File: config.mk
export PLATFORM = sky130hd
export DESIGN_NAME = iotlb_flush_cache
export DESIGN_NICKNAME = d
export VERILOG_FILES = /design/src/rtl/iotlb_pkg.sv /design/src/rtl/iotlb_line.sv /design/src/rtl/iotlb_victim.sv /design/src/rtl/iotlb_flush_cache.sv
export SDC_FILE = /design/constraint.sdc
export NUM_CORES = 1
export LEC_CHECK = 0
export BUFFER_PORTS_ARGS = -buffer_cell sky130_fd_sc_hd__buf_4
export CAP_MARGIN = 40
export CORE_MARGIN = 3
export CORE_UTILIZATION = 35
export DETAILED_ROUTE_END_ITERATION = 10
export MAX_ROUTING_LAYER = met4
export SLEW_MARGIN = 5
export SYNTH_ARGS = -nofsm -noshare
export SYNTH_HDL_FRONTEND = slang
export SYNTH_SLANG_ARGS = --single-unit
File: constraint.sdc
create_clock -name clk -period 20.1 [get_ports clk]
set_clock_uncertainty 0.15 [all_clocks]
set_input_delay 4.02 -clock clk [delete_from_list [all_inputs] [get_ports clk]]
set_output_delay 4.02 -clock clk [all_outputs]
set_load 0.03 [all_outputs]
File: src/rtl/iotlb_pkg.sv
package iotlb_pkg;
    localparam int ASID_W = 7;
    localparam int VPN_W  = 20;
    localparam int PFN_W  = 20;
    localparam int OFF_W  = 12;
    localparam int CMD_W  = 32;

    typedef struct packed {
        logic [ASID_W-1:0] asid;
        logic [VPN_W-1:0]  vpn;
        logic [PFN_W-1:0]  pfn;
        logic              rd;
        logic              wr;
        logic              ns;
    } tlb_line_t;

    typedef enum logic [1:0] {
        INV_ALL     = 2'd0,
        INV_RSVD    = 2'd1,
        INV_SECTION = 2'd2,
        INV_GROUP   = 2'd3
    } inv_mode_e;

    // Decide whether one stored line falls inside an invalidation command.
    function automatic logic inv_hits(logic [CMD_W-1:0] cmd, tlb_line_t ln);
        logic asid_ok;
        logic area_ok;
        asid_ok = !cmd[31] || (cmd[30:24] == ln.asid);
        case (inv_mode_e'(cmd[1:0]))
            INV_ALL:     area_ok = 1'b1;
            INV_SECTION: area_ok = (ln.vpn[19:10] == cmd[19:10]);
            INV_GROUP:   area_ok = (ln.vpn[19:2] == cmd[19:2]);
            default:     area_ok = 1'b0;
        endcase
        return asid_ok && area_ok;
    endfunction
endpackage

File: src/rtl/iotlb_line.sv
module iotlb_line
    import iotlb_pkg::*;
(
    input  logic             clk,
    input  logic             rst,
    input  logic             inv_en,
    input  logic [CMD_W-1:0] inv_cmd,
    input  logic             wr_en,
    input  tlb_line_t        wr_data,
    output logic             valid_o,
    output tlb_line_t        line_o
);
    logic      valid_q;
    tlb_line_t line_q;

    always_ff @(posedge clk) begin
        if (rst) begin
            valid_q <= 1'b0;
        end else begin
            if (inv_en && inv_hits(inv_cmd, line_q))
                valid_q <= 1'b0;
            if (wr_en) begin
                valid_q <= 1'b1;
                line_q  <= wr_data;
            end
        end
    end

    assign valid_o = valid_q;
    assign line_o  = line_q;
endmodule

File: src/rtl/iotlb_victim.sv
module iotlb_victim #(
    parameter int LINES = 8,
    localparam int IDX_W = (LINES > 1) ? $clog2(LINES) : 1,
    localparam int CNT_W = $clog2(LINES + 1)
) (
    input  logic             clk,
    input  logic             rst,
    input  logic [LINES-1:0] valid_i,
    input  logic [CNT_W-1:0] active_i,
    input  logic             rr_i,
    input  logic             alloc_i,
    output logic [IDX_W-1:0] slot_o,
    output logic             slot_ok_o
);
    logic [IDX_W-1:0] ptr_q;
    logic [IDX_W-1:0] free_idx;
    logic             free_found;
    logic [IDX_W-1:0] rr_slot;

    always_comb begin
        free_found = 1'b0;
        free_idx   = '0;
        for (int i = 0; i < LINES; i++) begin
            if (!free_found && !valid_i[i] && (CNT_W'(i) < active_i)) begin
                free_found = 1'b1;
                free_idx   = IDX_W'(i);
            end
        end
        rr_slot   = (CNT_W'(ptr_q) < active_i) ? ptr_q : '0;
        slot_ok_o = (active_i != '0);
        if (free_found)
            slot_o = free_idx;
        else if (rr_i)
            slot_o = rr_slot;
        else
            slot_o = '0;
    end

    always_ff @(posedge clk) begin
        if (rst)
            ptr_q <= '0;
        else if (alloc_i && slot_ok_o && !free_found && rr_i)
            ptr_q <= ((CNT_W'(rr_slot) + CNT_W'(1)) >= active_i) ? '0 : rr_slot + IDX_W'(1);
    end


    victim_in_range_chk: assert property (@(posedge clk) disable iff (rst)
        (alloc_i && slot_ok_o) |-> (CNT_W'(slot_o) < active_i));
endmodule

File: src/rtl/iotlb_flush_cache.sv
module iotlb_flush_cache
    import iotlb_pkg::*;
#(
    parameter int LINES = 8,
    localparam int IDX_W = (LINES > 1) ? $clog2(LINES) : 1,
    localparam int CNT_W = $clog2(LINES + 1)
) (
    input  logic              clk,
    input  logic              rst,
    input  logic              lk_req,
    input  logic [ASID_W-1:0] lk_asid,
    input  logic [31:0]       lk_va,
    input  logic              fill_en,
    input  logic [ASID_W-1:0] fill_asid,
    input  logic [VPN_W-1:0]  fill_vpn,
    input  logic [PFN_W-1:0]  fill_pfn,
    input  logic              fill_rd,
    input  logic              fill_wr,
    input  logic              fill_ns,
    input  logic              inv_we,
    input  logic [CMD_W-1:0]  inv_cmd,
    input  logic              cfg_we,
    input  logic [31:0]       cfg_data,
    output logic              res_valid,
    output logic              res_hit,
    output logic [31:0]       res_pa,
    output logic              res_rd,
    output logic              res_wr,
    output logic              res_ns
);
    logic [CNT_W-1:0] active_q;
    logic             rr_q;
    logic [CNT_W-1:0] cfg_cnt;

    assign cfg_cnt = cfg_data[CNT_W-1:0];

    always_ff @(posedge clk) begin
        if (rst) begin
            active_q <= CNT_W'(LINES);
            rr_q     <= 1'b0;
        end else if (cfg_we) begin
            active_q <= (cfg_cnt > CNT_W'(LINES)) ? CNT_W'(LINES) : cfg_cnt;
            rr_q     <= cfg_data[28];
        end
    end

    logic [LINES-1:0] valid_vec;
    tlb_line_t        lines [LINES];
    logic [LINES-1:0] lk_match;
    logic [LINES-1:0] fill_match;
    logic [LINES-1:0] wr_sel;
    tlb_line_t        fill_line;
    logic             dup;
    logic [IDX_W-1:0] slot;
    logic             slot_ok;

    assign fill_line = '{asid: fill_asid, vpn: fill_vpn, pfn: fill_pfn,
                         rd: fill_rd, wr: fill_wr, ns: fill_ns};

    for (genvar g = 0; g < LINES; g++) begin : g_line
        iotlb_line u_line (
            .clk     (clk),
            .rst     (rst),
            .inv_en  (inv_we),
            .inv_cmd (inv_cmd),
            .wr_en   (fill_en && wr_sel[g]),
            .wr_data (fill_line),
            .valid_o (valid_vec[g]),
            .line_o  (lines[g])
        );
        assign lk_match[g]   = valid_vec[g] && (lines[g].asid == lk_asid)
                               && (lines[g].vpn == lk_va[31:OFF_W]);
        assign fill_match[g] = valid_vec[g] && (lines[g].asid == fill_asid)
                               && (lines[g].vpn == fill_vpn);
    end

    assign dup = |fill_match;

    iotlb_victim #(.LINES(LINES)) u_victim (
        .clk       (clk),
        .rst       (rst),
        .valid_i   (valid_vec),
        .active_i  (active_q),
        .rr_i      (rr_q),
        .alloc_i   (fill_en && !dup),
        .slot_o    (slot),
        .slot_ok_o (slot_ok)
    );

    always_comb begin
        wr_sel = '0;
        if (dup)
            wr_sel = fill_match;
        else if (slot_ok)
            wr_sel[slot] = 1'b1;
    end

    tlb_line_t hit_line;
    always_comb begin
        hit_line = '0;
        for (int i = 0; i < LINES; i++)
            if (lk_match[i]) hit_line = hit_line | lines[i];
    end

    always_ff @(posedge clk) begin
        if (rst) begin
            res_valid <= 1'b0;
            res_hit   <= 1'b0;
            res_pa    <= '0;
            res_rd    <= 1'b0;
            res_wr    <= 1'b0;
            res_ns    <= 1'b0;
        end else begin
            res_valid <= lk_req;
            res_hit   <= lk_req && (|lk_match);
            res_pa    <= (lk_req && |lk_match) ? {hit_line.pfn, lk_va[OFF_W-1:0]} : '0;
            res_rd    <= lk_req && hit_line.rd;
            res_wr    <= lk_req && hit_line.wr;
            res_ns    <= lk_req && hit_line.ns;
        end
    end


    reset_clears_chk: assert property (@(posedge clk) rst |=> (valid_vec == '0));

    flush_all_chk: assert property (@(posedge clk) disable iff (rst)
        (inv_we && !inv_cmd[31] && inv_cmd[1:0] == 2'd0 && !fill_en) |=> (valid_vec == '0));

    no_dup_tag_chk: assert property (@(posedge clk) disable iff (rst) $onehot0(fill_match));

    result_timing_chk: assert property (@(posedge clk) disable iff (rst) lk_req |=> res_valid);

    miss_zero_chk: assert property (@(posedge clk) disable iff (rst)
        (res_valid && !res_hit) |-> (res_pa == '0 && !res_rd && !res_wr && !res_ns));
endmodule

== Yosys cells after proc, flatten, opt, wreduce, memory -nomap -nowiden ==
Cells that the tools add are included.

* Bits in registers: 453
* Latch bits: 0
* Bits in writable memories: 0
* ROM bits: 0
* Output and inout port bits: 37
* Word-level logic and storage cells: 338
* Memories kept: 0

* Add/sub/neg operators: 2
* Multiply operators: 0
* Divide/modulo/power cells: 0
* Magnitude comparators: 13
* Equal/unequal tests: 58
* Shifts and indexed selects: 0
* Muxes and demuxes: 64
* Bitwise gates (word level): 9
* Reductions and logical operators: 127

{| class="wikitable"
|+ Operators by type and width
! operator !! number
|-
| 20-bit equality test || 16
|-
| 23-bit two-way mux || 8
|-
| 7-bit equality test || 24
|-
| 23-bit OR || 7
|-
| 18-bit equality test || 8
|-
| 10-bit equality test || 8
|-
| 1-bit logical AND || 80
|-
| 1-bit two-way mux || 34
|-
| 3-bit two-way mux || 8
|-
| 1-bit one-hot mux with 3 select lines || 8
|-
| 1-bit logical NOT || 18
|-
| 3-bit by 4-bit < comparator with 1-bit output, first input constant || 4
|-
| 8-bit two-way mux || 2
|-
| 2-bit AND reduction || 8
|-
| 2-bit nonzero test || 8
|-
| 8-bit OR reduction || 2
|-
| 1-bit logical OR || 8
|-
| 1-bit by 4-bit < comparator with 1-bit output, first input constant || 2
|-
| 2-bit by 4-bit < comparator with 1-bit output, first input constant || 2
|-
| 3-bit by 1-bit adder with 4-bit output, second input constant || 1
|-
| 2-bit equality test, second input constant || 2
|-
| 4-bit >= comparator || 1
|-
| 4-bit greater-than comparator, second input constant || 1
|-
| 3-bit by 4-bit < comparator with 1-bit output || 1
|-
| 10 further kinds || 12
|}

== Longest topological paths before layout ==
Gate-level depths: netlist of the first run.

* Word-level depth: 40
* Mapped depth: 15
* Gate-level depth less buffers: 15

== Modules after synthesis ==
Synthesis of the first run repeated with hierarchy kept, for this count alone.

* Cells, all modules: 1,682
* Area total of the unflattened synthesis: 22,616.7 µm²

{| class="wikitable"
|+ Modules (own cells, without submodules)
! module !! times used !! cells an instance !! area each (µm²)
|-
| iotlb_line || 8 || 90 || 1,839.3
|-
| iotlb_flush_cache || 1 || 882 || 7,333.3
|-
| iotlb_victim || 1 || 80 || 569.3
|}

== Worst setup path before layout of the first run ==
No wires, ideal clock.

* Kind: in2reg
* Start: in fill_asid[5]
* End: reg g_line[7].u_line.line_q (netlist bit g_line[7].u_line.line_o[0]), enable pin
* Arrival: 8.852 ns
* Path slack: 10.561 ns
* Stages on the path: 8
* Path through: buf_4 xnor2_1 nand4_1 nor4_1 nand4_1 nand4b_1 or2_1 o32ai_1

* Cells in the longest elaborated chain, start to end: 7
* Elaborated cells on any way between the ends: 28

{| class="wikitable"
|+ RTL lines
! element !! RTL line !! source
|-
| start, declared || iotlb_flush_cache.sv:14 || <nowiki>input logic [ASID_W-1:0] fill_asid,</nowiki>
|-
| 7-bit equality test || iotlb_flush_cache.sv:73 || <nowiki>assign fill_match[g] = valid_vec[g] && (lines[g].asid == fill_asid)</nowiki>
|-
| 1-bit logical AND || iotlb_flush_cache.sv:73 ||
|-
| 1-bit logical AND || iotlb_flush_cache.sv:74 || <nowiki>&& (lines[g].vpn == fill_vpn);</nowiki>
|-
| 8-bit OR reduction || iotlb_flush_cache.sv:77 || <nowiki>assign dup = |fill_match;</nowiki>
|-
| 8-bit two-way mux * || iotlb_flush_cache.sv:92 || <nowiki>if (dup)</nowiki>
|-
| 1-bit logical AND * || iotlb_flush_cache.sv:66 || <nowiki>.wr_en (fill_en && wr_sel[g]),</nowiki>
|-
| 2-bit AND reduction (no line) * || - ||
|-
| end signal, assigned || iotlb_line.sv:24 || <nowiki>line_q <= wr_data;</nowiki>
|-
| end, declared || iotlb_line.sv:14 || <nowiki>tlb_line_t line_q;</nowiki>
|}

Mark *: on every way between the ends. The rest lies on a longest branch, timed or not.
A chain may end at the register's enable or synchronous reset.

== Worst setup path in the final report of the first run ==
* Start: in fill_vpn[2]
* End: reg g_line[6].u_line.line_q (netlist bit g_line[6].u_line.line_o[16]), enable pin

* Cells in the longest elaborated chain, start to end: 6
* Elaborated cells on any way between the ends: 20

{| class="wikitable"
|+ RTL lines
! element !! RTL line !! source
|-
| start, declared || iotlb_flush_cache.sv:15 || <nowiki>input logic [VPN_W-1:0] fill_vpn,</nowiki>
|-
| 20-bit equality test || iotlb_flush_cache.sv:74 ||
|-
| 1-bit logical AND || iotlb_flush_cache.sv:74 ||
|-
| 8-bit OR reduction || iotlb_flush_cache.sv:77 ||
|-
| 8-bit two-way mux * || iotlb_flush_cache.sv:92 ||
|-
| 1-bit logical AND * || iotlb_flush_cache.sv:66 ||
|-
| 2-bit AND reduction (no line) * || - ||
|-
| end signal, assigned || iotlb_line.sv:24 ||
|-
| end, declared || iotlb_line.sv:14 ||
|}

Marks and branches as above.

==> metrics.cfg, run 1 <==
[cts]
cts.sinks=453
path_clk_slew_ns=0.06
htreeDepth=2
clockBufferDepth=3
postCtsSetupBuffers=0
clkLatencyLatePin_ns=0.62
cts_root_buffer=clkbuf_16
cts_buffers=50
cts_hold_buf=0
cts_tree=yes
cts.repair.resized=0

[logic_synthesis]
syn_nets=1868
yosysSeqAreaShare=0.575
ys_ff_latch=453
async_reset_ff_frac=0
synth-edff-count=400
synth_cell_type_count=56
netlist_instances=1702
syn_area_per_cell_um2=13.4
ys.flop_type=edfxtp_1
netlist_area_um2=22700
ys_warn_count=0

[setup_path]
path_buf_inv=2
timing.rr.end=g_line[6].u_line.line_o[16]$_DFFE_PP_
start_kind=input pin
crit_slowest_cell=o41ai_1
path_max_fanout=50
reg2reg_depth=9
worstSetupEndpoint=g_line[6].u_line.line_o[16]$_DFFE_PP_
cp_num_cells=9
crit_family=simple AND/OR/NAND/NOR gates
rrSetupSlack_ns=16.03
rr_startpoint=active_q[1]$_SDFFE_PP0P_
arrival_ns=7.32
critPathCaptureType=flip-flop
crit_start=fill_vpn[2]
slowest_delay_ns=0.74
path_class=input pin to flip-flop
cp.required_ns=20.19
path_cells=buf_4 -> xor2_1 -> nor4_1 -> nand4_1 -> nand4_1 -> or2_1 -> o41ai_1 -> and2_2 -> buf_4

[sta]
setup_violations=0
clock.fmax_mhz=138
worst_hold_slack_ns=0.390
maxSlewHeadroom=0.420
worst_pin_slew_ns=0.870
timing.final.crit_share=0.360
setup_tns_ns=0
rsz0062_at_grt=false
min_period_ns=7.23
finalHoldViolCount=0
slew_viol_final=0

[die]
design.die.area_um2=68000
die_w_um=261
coreArea_um2=63700
ios=196
start_util=0.357
die_y_um=261
rows=92

[pwr]
total_power_mw=2.19
p_per_area_nw_per_um2=83.0
p_leak_nw=8.29
vdd_drop_max_mv=0.0696

[placed_design]
placed_cells=2626
hpwl_um=54000
gp_congestion=0.934
numPortBuffers=164

[drt]
drt_iter0_drc=1702
wl_um=86200
final_antenna_net_count=0
vias_per_cell=5.69
routedWlPerCell_um=31.7
via_count=15500
dr.pass1.iters=5
drc_errors=0

[final_layout]
final_nets=1998
layout_common_cells=xnor2_1, edfxtp_1, xor2_1, buf_4, nand4_1
fin_cells=2720
drive_above_1_share=0.152
final_common_cell=xnor2_1
final_util=0.414
area_growth_pct=15.9

[hold_path]
hp-class=flip-flop to flip-flop
hold_path_depth=2

[global_routing]
grt_pass1_vias=15500
grt.overflow.total=0
top_usage_layer=met2
use_met3=0.0515
grt_max_degree=52
grt.total_usage=0.258
grt_pass1_wl_um=119000
grt_use_met2=0.396
grt_use_met1=0.337
antenna_found_initial=5

[run]
drv_cap=0

[outcome]
outcome=complete, no violations

==> routing by layer <==
| layer | share of wire | routed length (um) |
|---|---|---|
| met2 | 0.45 | 39000 |
| met3 | 0.084 | 7220 |
| met5 | 0 | 0 |
| met4 | 0.046 | 3990 |
| met1 | 0.42 | 36000 |
==> synthesized netlist by cell type (6+ instances only) <==
cell type / count / area [um^2]
a31oi_1: 23 / 144
nor4_1: 53 / 332
xnor2_1: 421 / 3690
or4_1: 6 / 45.0
a221oi_1: 23 / 201
dfxtp_1: 53 / 1060
edfxtp_1: 400 / 12000
xor2_1: 212 / 1860
nor2b_1: 6 / 37.5
nand2_1: 21 / 78.8
nand3_1: 15 / 75.1
buf_4: 45 / 338
inv_1: 10 / 37.5
a22oi_1: 47 / 353
and2_1: 16 / 100
ha_1: 7 / 87.6
clkbuf_1: 30 / 113
nor2_1: 17 / 63.8
nor4_4: 7 / 149
o41ai_1: 24 / 210
a22o_1: 24 / 210
nand4_1: 129 / 807
buf_2: 28 / 140
o21ai_0: 24 / 120
a21oi_1: 9 / 45.0
==> registers in the layout (all words and copies together) (netlist names) <==
signal	flops
g_line.u_line.line_o	400
res_pa	32
active_q	4
res_ns	1
g_line.u_line.valid_o	8
res_hit	1
res_rd	1
res_wr	1
rr_q	1
u_victim.ptr_q	3
res_valid	1
==> through the flow <==
| stage | cell area, um^2 | worst slack (ns) |
|---|---|---|
| 2_1_floorplan | 22700 | 10.56 |
| 3_3_place_gp | 24600 | 12.29 |
| 3_5_place_dp | 24700 | 12.28 |
| 4_1_cts | 26300 | 12.94 |
| 5_1_grt | 26300 | 12.79 |
| 6_report | 26300 | 12.87 |
==> tightest hold or removal path, cell delays in order (launching register included) <==
cell and delay (ns):
edfxtp_1 0.32, a22oi_1 0.07, a31oi_1 0.12
==> cell families after synthesis <==
logic type / count (synthesis) / share of synthesized area
AND/OR/NAND/NOR: 294 / 0.0831
flip-flops: 453 / 0.575
buffers and inverters: 118 / 0.0285
adder cells (fa/ha/maj): 7 / 0.00385
XOR/XNOR: 633 / 0.244
multiplexers: 4 / 0.00182
AO/OA/AOI/OAI: 193 / 0.0635
==> how the worst min path moves through the flow <==
stage | end | startpoint | slack, ns
final | res_pa[13]$_SDFF_PP0_ | g_line[3].u_line.line_o[4]$_DFFE_PP_ | 0.39
after global routing | res_pa[26]$_SDFF_PP0_ | g_line[3].u_line.line_o[17]$_DFFE_PP_ | 0.43
after CTS | res_pa[13]$_SDFF_PP0_ | g_line[3].u_line.line_o[4]$_DFFE_PP_ | 0.39
after detailed placement | res_pa[26]$_SDFF_PP0_ | g_line[3].u_line.line_o[17]$_DFFE_PP_ | 0.37
after global placement | res_pa[17]$_SDFF_PP0_ | g_line[3].u_line.line_o[8]$_DFFE_PP_ | 0.36
after floorplan | u_victim.ptr_q[2]$_SDFFE_PP0P_ | u_victim.ptr_q[2]$_SDFFE_PP0P_ | 0.33
==> power breakdown <==
| group | internal [mW] | switching, mW |
|---|---|---|
| combinational | 0.0674 | 0.136 |
| sequential | 1.04 | 0.0101 |
| clock | 0.541 | 0.397 |
==> cell type report <==
cell class / instances / area (um^2)
clock buffer: 61 / 1300
tap: 846 / 1060
timing repair buffer: 184 / 1390
clock inverter: 28 / 349
multi-input combinational: 1131 / 9110
inverter: 12 / 45.0
sequential: 453 / 13100
fill: 5909 / 37300
antenna: 5 / 12.5
Note: power is estimated with default switching activity, not from simulation.
==> inputs of run 2 (changes only) <==
==> constraint.sdc (replaced) <==
create_clock -name clk -period 7.4 [get_ports clk]
set_clock_uncertainty 0.15 [all_clocks]
set_input_delay 1.48 -clock clk [delete_from_list [all_inputs] [get_ports clk]]
set_output_delay 1.48 -clock clk [all_outputs]
set_load 0.03 [all_outputs]
==> metrics.cfg, run 2 (synthesis results as in run 1) <==
[drt]
via_count=15500
routedWlPerCell_um=31.3
drc_errors=0
wl_um=85500
vias_per_cell=5.66
final_antenna_net_count=0
dr.pass1.iters=5
drt_iter0_drc=1581

[sta]
maxSlewHeadroom=0.391
rsz0062_at_grt=false
slew_viol_final=0
setup_tns_ns=0
timing.final.crit_share=0.632
setup_violations=0
finalHoldViolCount=0
min_period_ns=4.68
worst_pin_slew_ns=0.913
clock.fmax_mhz=214

[global_routing]
grt_pass1_wl_um=118000
grt_pass1_vias=15300
grt.overflow.total=0
grt.total_usage=0.255
grt_max_degree=52
antenna_found_initial=7

[hold_path]
hold_path_depth=2
hp-class=flip-flop to flip-flop
min_to=res_pa[14]$_SDFF_PP0_
hp-start=g_line[6].u_line.line_o[5]$_DFFE_PP_

[pwr]
p_seq_frac=0.478
swShare=0.251
vdd_drop_max_mv=0.205
total_power_mw=5.94
netSwitchingPower_mw=1.49
p_leak_nw=8.31
internal_power_mw=4.45
pwr-share-clk=0.430
power_frac_comb=0.092
p_per_area_nw_per_um2=225

[cts]
clkLatencyLatePin_ns=0.61
postCtsSetupBuffers=0
cts_buffers=51
cts.sinks=453
cts.repair.resized=0
clockBufferDepth=3
path_clk_slew_ns=0.06
cts_root_buffer=clkbuf_16
cts_tree=yes
htreeDepth=2
cts_hold_buf=0

[final_layout]
drive_above_1_share=0.154
area_growth_pct=16.1
final_nets=2002
fin_area_um2=26400
largest_reg_flops=400
final_common_cell=xnor2_1
nFillCells=5953
layout_common_cells=xnor2_1, edfxtp_1, xor2_1, buf_4, nand4_1

[setup_path]
critPathCaptureType=flip-flop
arrival_ns=4.77
path_max_fanout=28
start_kind=input pin
reg2reg_depth=8
timing.rr.end=g_line[4].u_line.line_o[11]$_DFFE_PP_
rr_startpoint=g_line[1].u_line.line_o[29]$_DFFE_PP_
cp.required_ns=7.49
path_class=input pin to flip-flop
rrSetupSlack_ns=3.45

[outcome]
outcome=complete, no violations

[placed_design]
hpwl_um=54100
numPortBuffers=164
gp_congestion=0.954
dpl_cell_area_um2=24700

[die]
coreArea_um2=63700
die_y_um=261
rows=92
ios=196
die_w_um=261
design.die.area_um2=68000
start_util=0.357

[run]
drv_cap=0

-- run 2: changes by cell type in the layout (fill, tap and decap cells not counted), moves of 2 or more --
cell / previous run / this run
clkinv_2: 9 / 3
inv_6: 0 / 6
clkbuf_1: 10 / 15
buf_4: 182 / 186
bufinv_16: 6 / 3
clkbuf_16: 50 / 52
clkbuf_8: 1 / 3
diode_2: 5 / 7
-- run 2: through the flow --
stage / worst slack (ns) / std cells / hold WS (ns) / utilization
3_5_place_dp: 2.15 / 2629 / 0.379 / 0.388
4_1_cts: 2.82 / 2724 / 0.389 / 0.414
5_1_grt: 2.66 / 2731 / 0.424 / 0.415
2_1_floorplan: 0.401 / 1702 / 0.332 / -
6_report: 2.72 / 2731 / 0.389 / 0.415
3_3_place_gp: 1.90 / 2628 / 0.360 / 0.388
-- run 2: critical path, stage by stage --
cell and delay [ns]:
buf_4 0.32, xor2_1 0.28, nor4_1 0.11, nand4_1 0.35, nand4_1 0.25, or2_1 0.37
or4_1 0.69, o22ai_4 0.35, buf_4 0.52
-- run 2: worst max path at each step --
| stage | startpoint | endpoint | depth (start not counted) |
|---|---|---|---|
| 3_3_place_gp | fill_vpn[6] | g_line[5].u_line.line_o[9]$_DFFE_PP_ | 9 |
| 6_report | fill_vpn[6] | g_line[4].u_line.line_o[11]$_DFFE_PP_ | 9 |
| 3_5_place_dp | fill_vpn[6] | g_line[6].u_line.line_o[9]$_DFFE_PP_ | 9 |
| 4_1_cts | fill_vpn[6] | g_line[6].u_line.line_o[1]$_DFFE_PP_ | 9 |
| 5_1_grt | fill_vpn[0] | g_line[6].u_line.line_o[5]$_DFFE_PP_ | 10 |
| 2_1_floorplan | fill_asid[5] | g_line[7].u_line.line_o[0]$_DFFE_PP_ | 8 |
-- run 2: final cells by class --
class                   count  area [um^2]  area share
diodes                      7         17.5    0.000664
clock buffers              70         1400      0.0530
clock inverters            25          278      0.0105
inverters                  12         45.0     0.00171
multi-input cells        1131         9110       0.345
flip-flops and latches    453        13100       0.495
well taps                 846         1060      0.0401
repair buffers            187         1420      0.0537
-- run 2: per-layer routing --
metal	track usage	vias to the layer above	routed length, um
li1	-	6601	-
met1	0.333	7924	35700
met2	0.391	775	39100
met3	0.0537	166	7280
met4	0.0934	0	3430
met5	-	-	0
-- run 2: power by group through the flow --
stage | combinational (mW) | sequential [mW] | clock, mW
3_3_place_gp | 0.534 | 2.89 | 0
2_1_floorplan | 0.297 | 2.89 | 0
3_5_place_dp | 0.534 | 2.89 | 0
4_1_cts | 0.536 | 2.84 | 2.60
6_report | 0.547 | 2.84 | 2.56
5_1_grt | 0.564 | 2.84 | 2.71
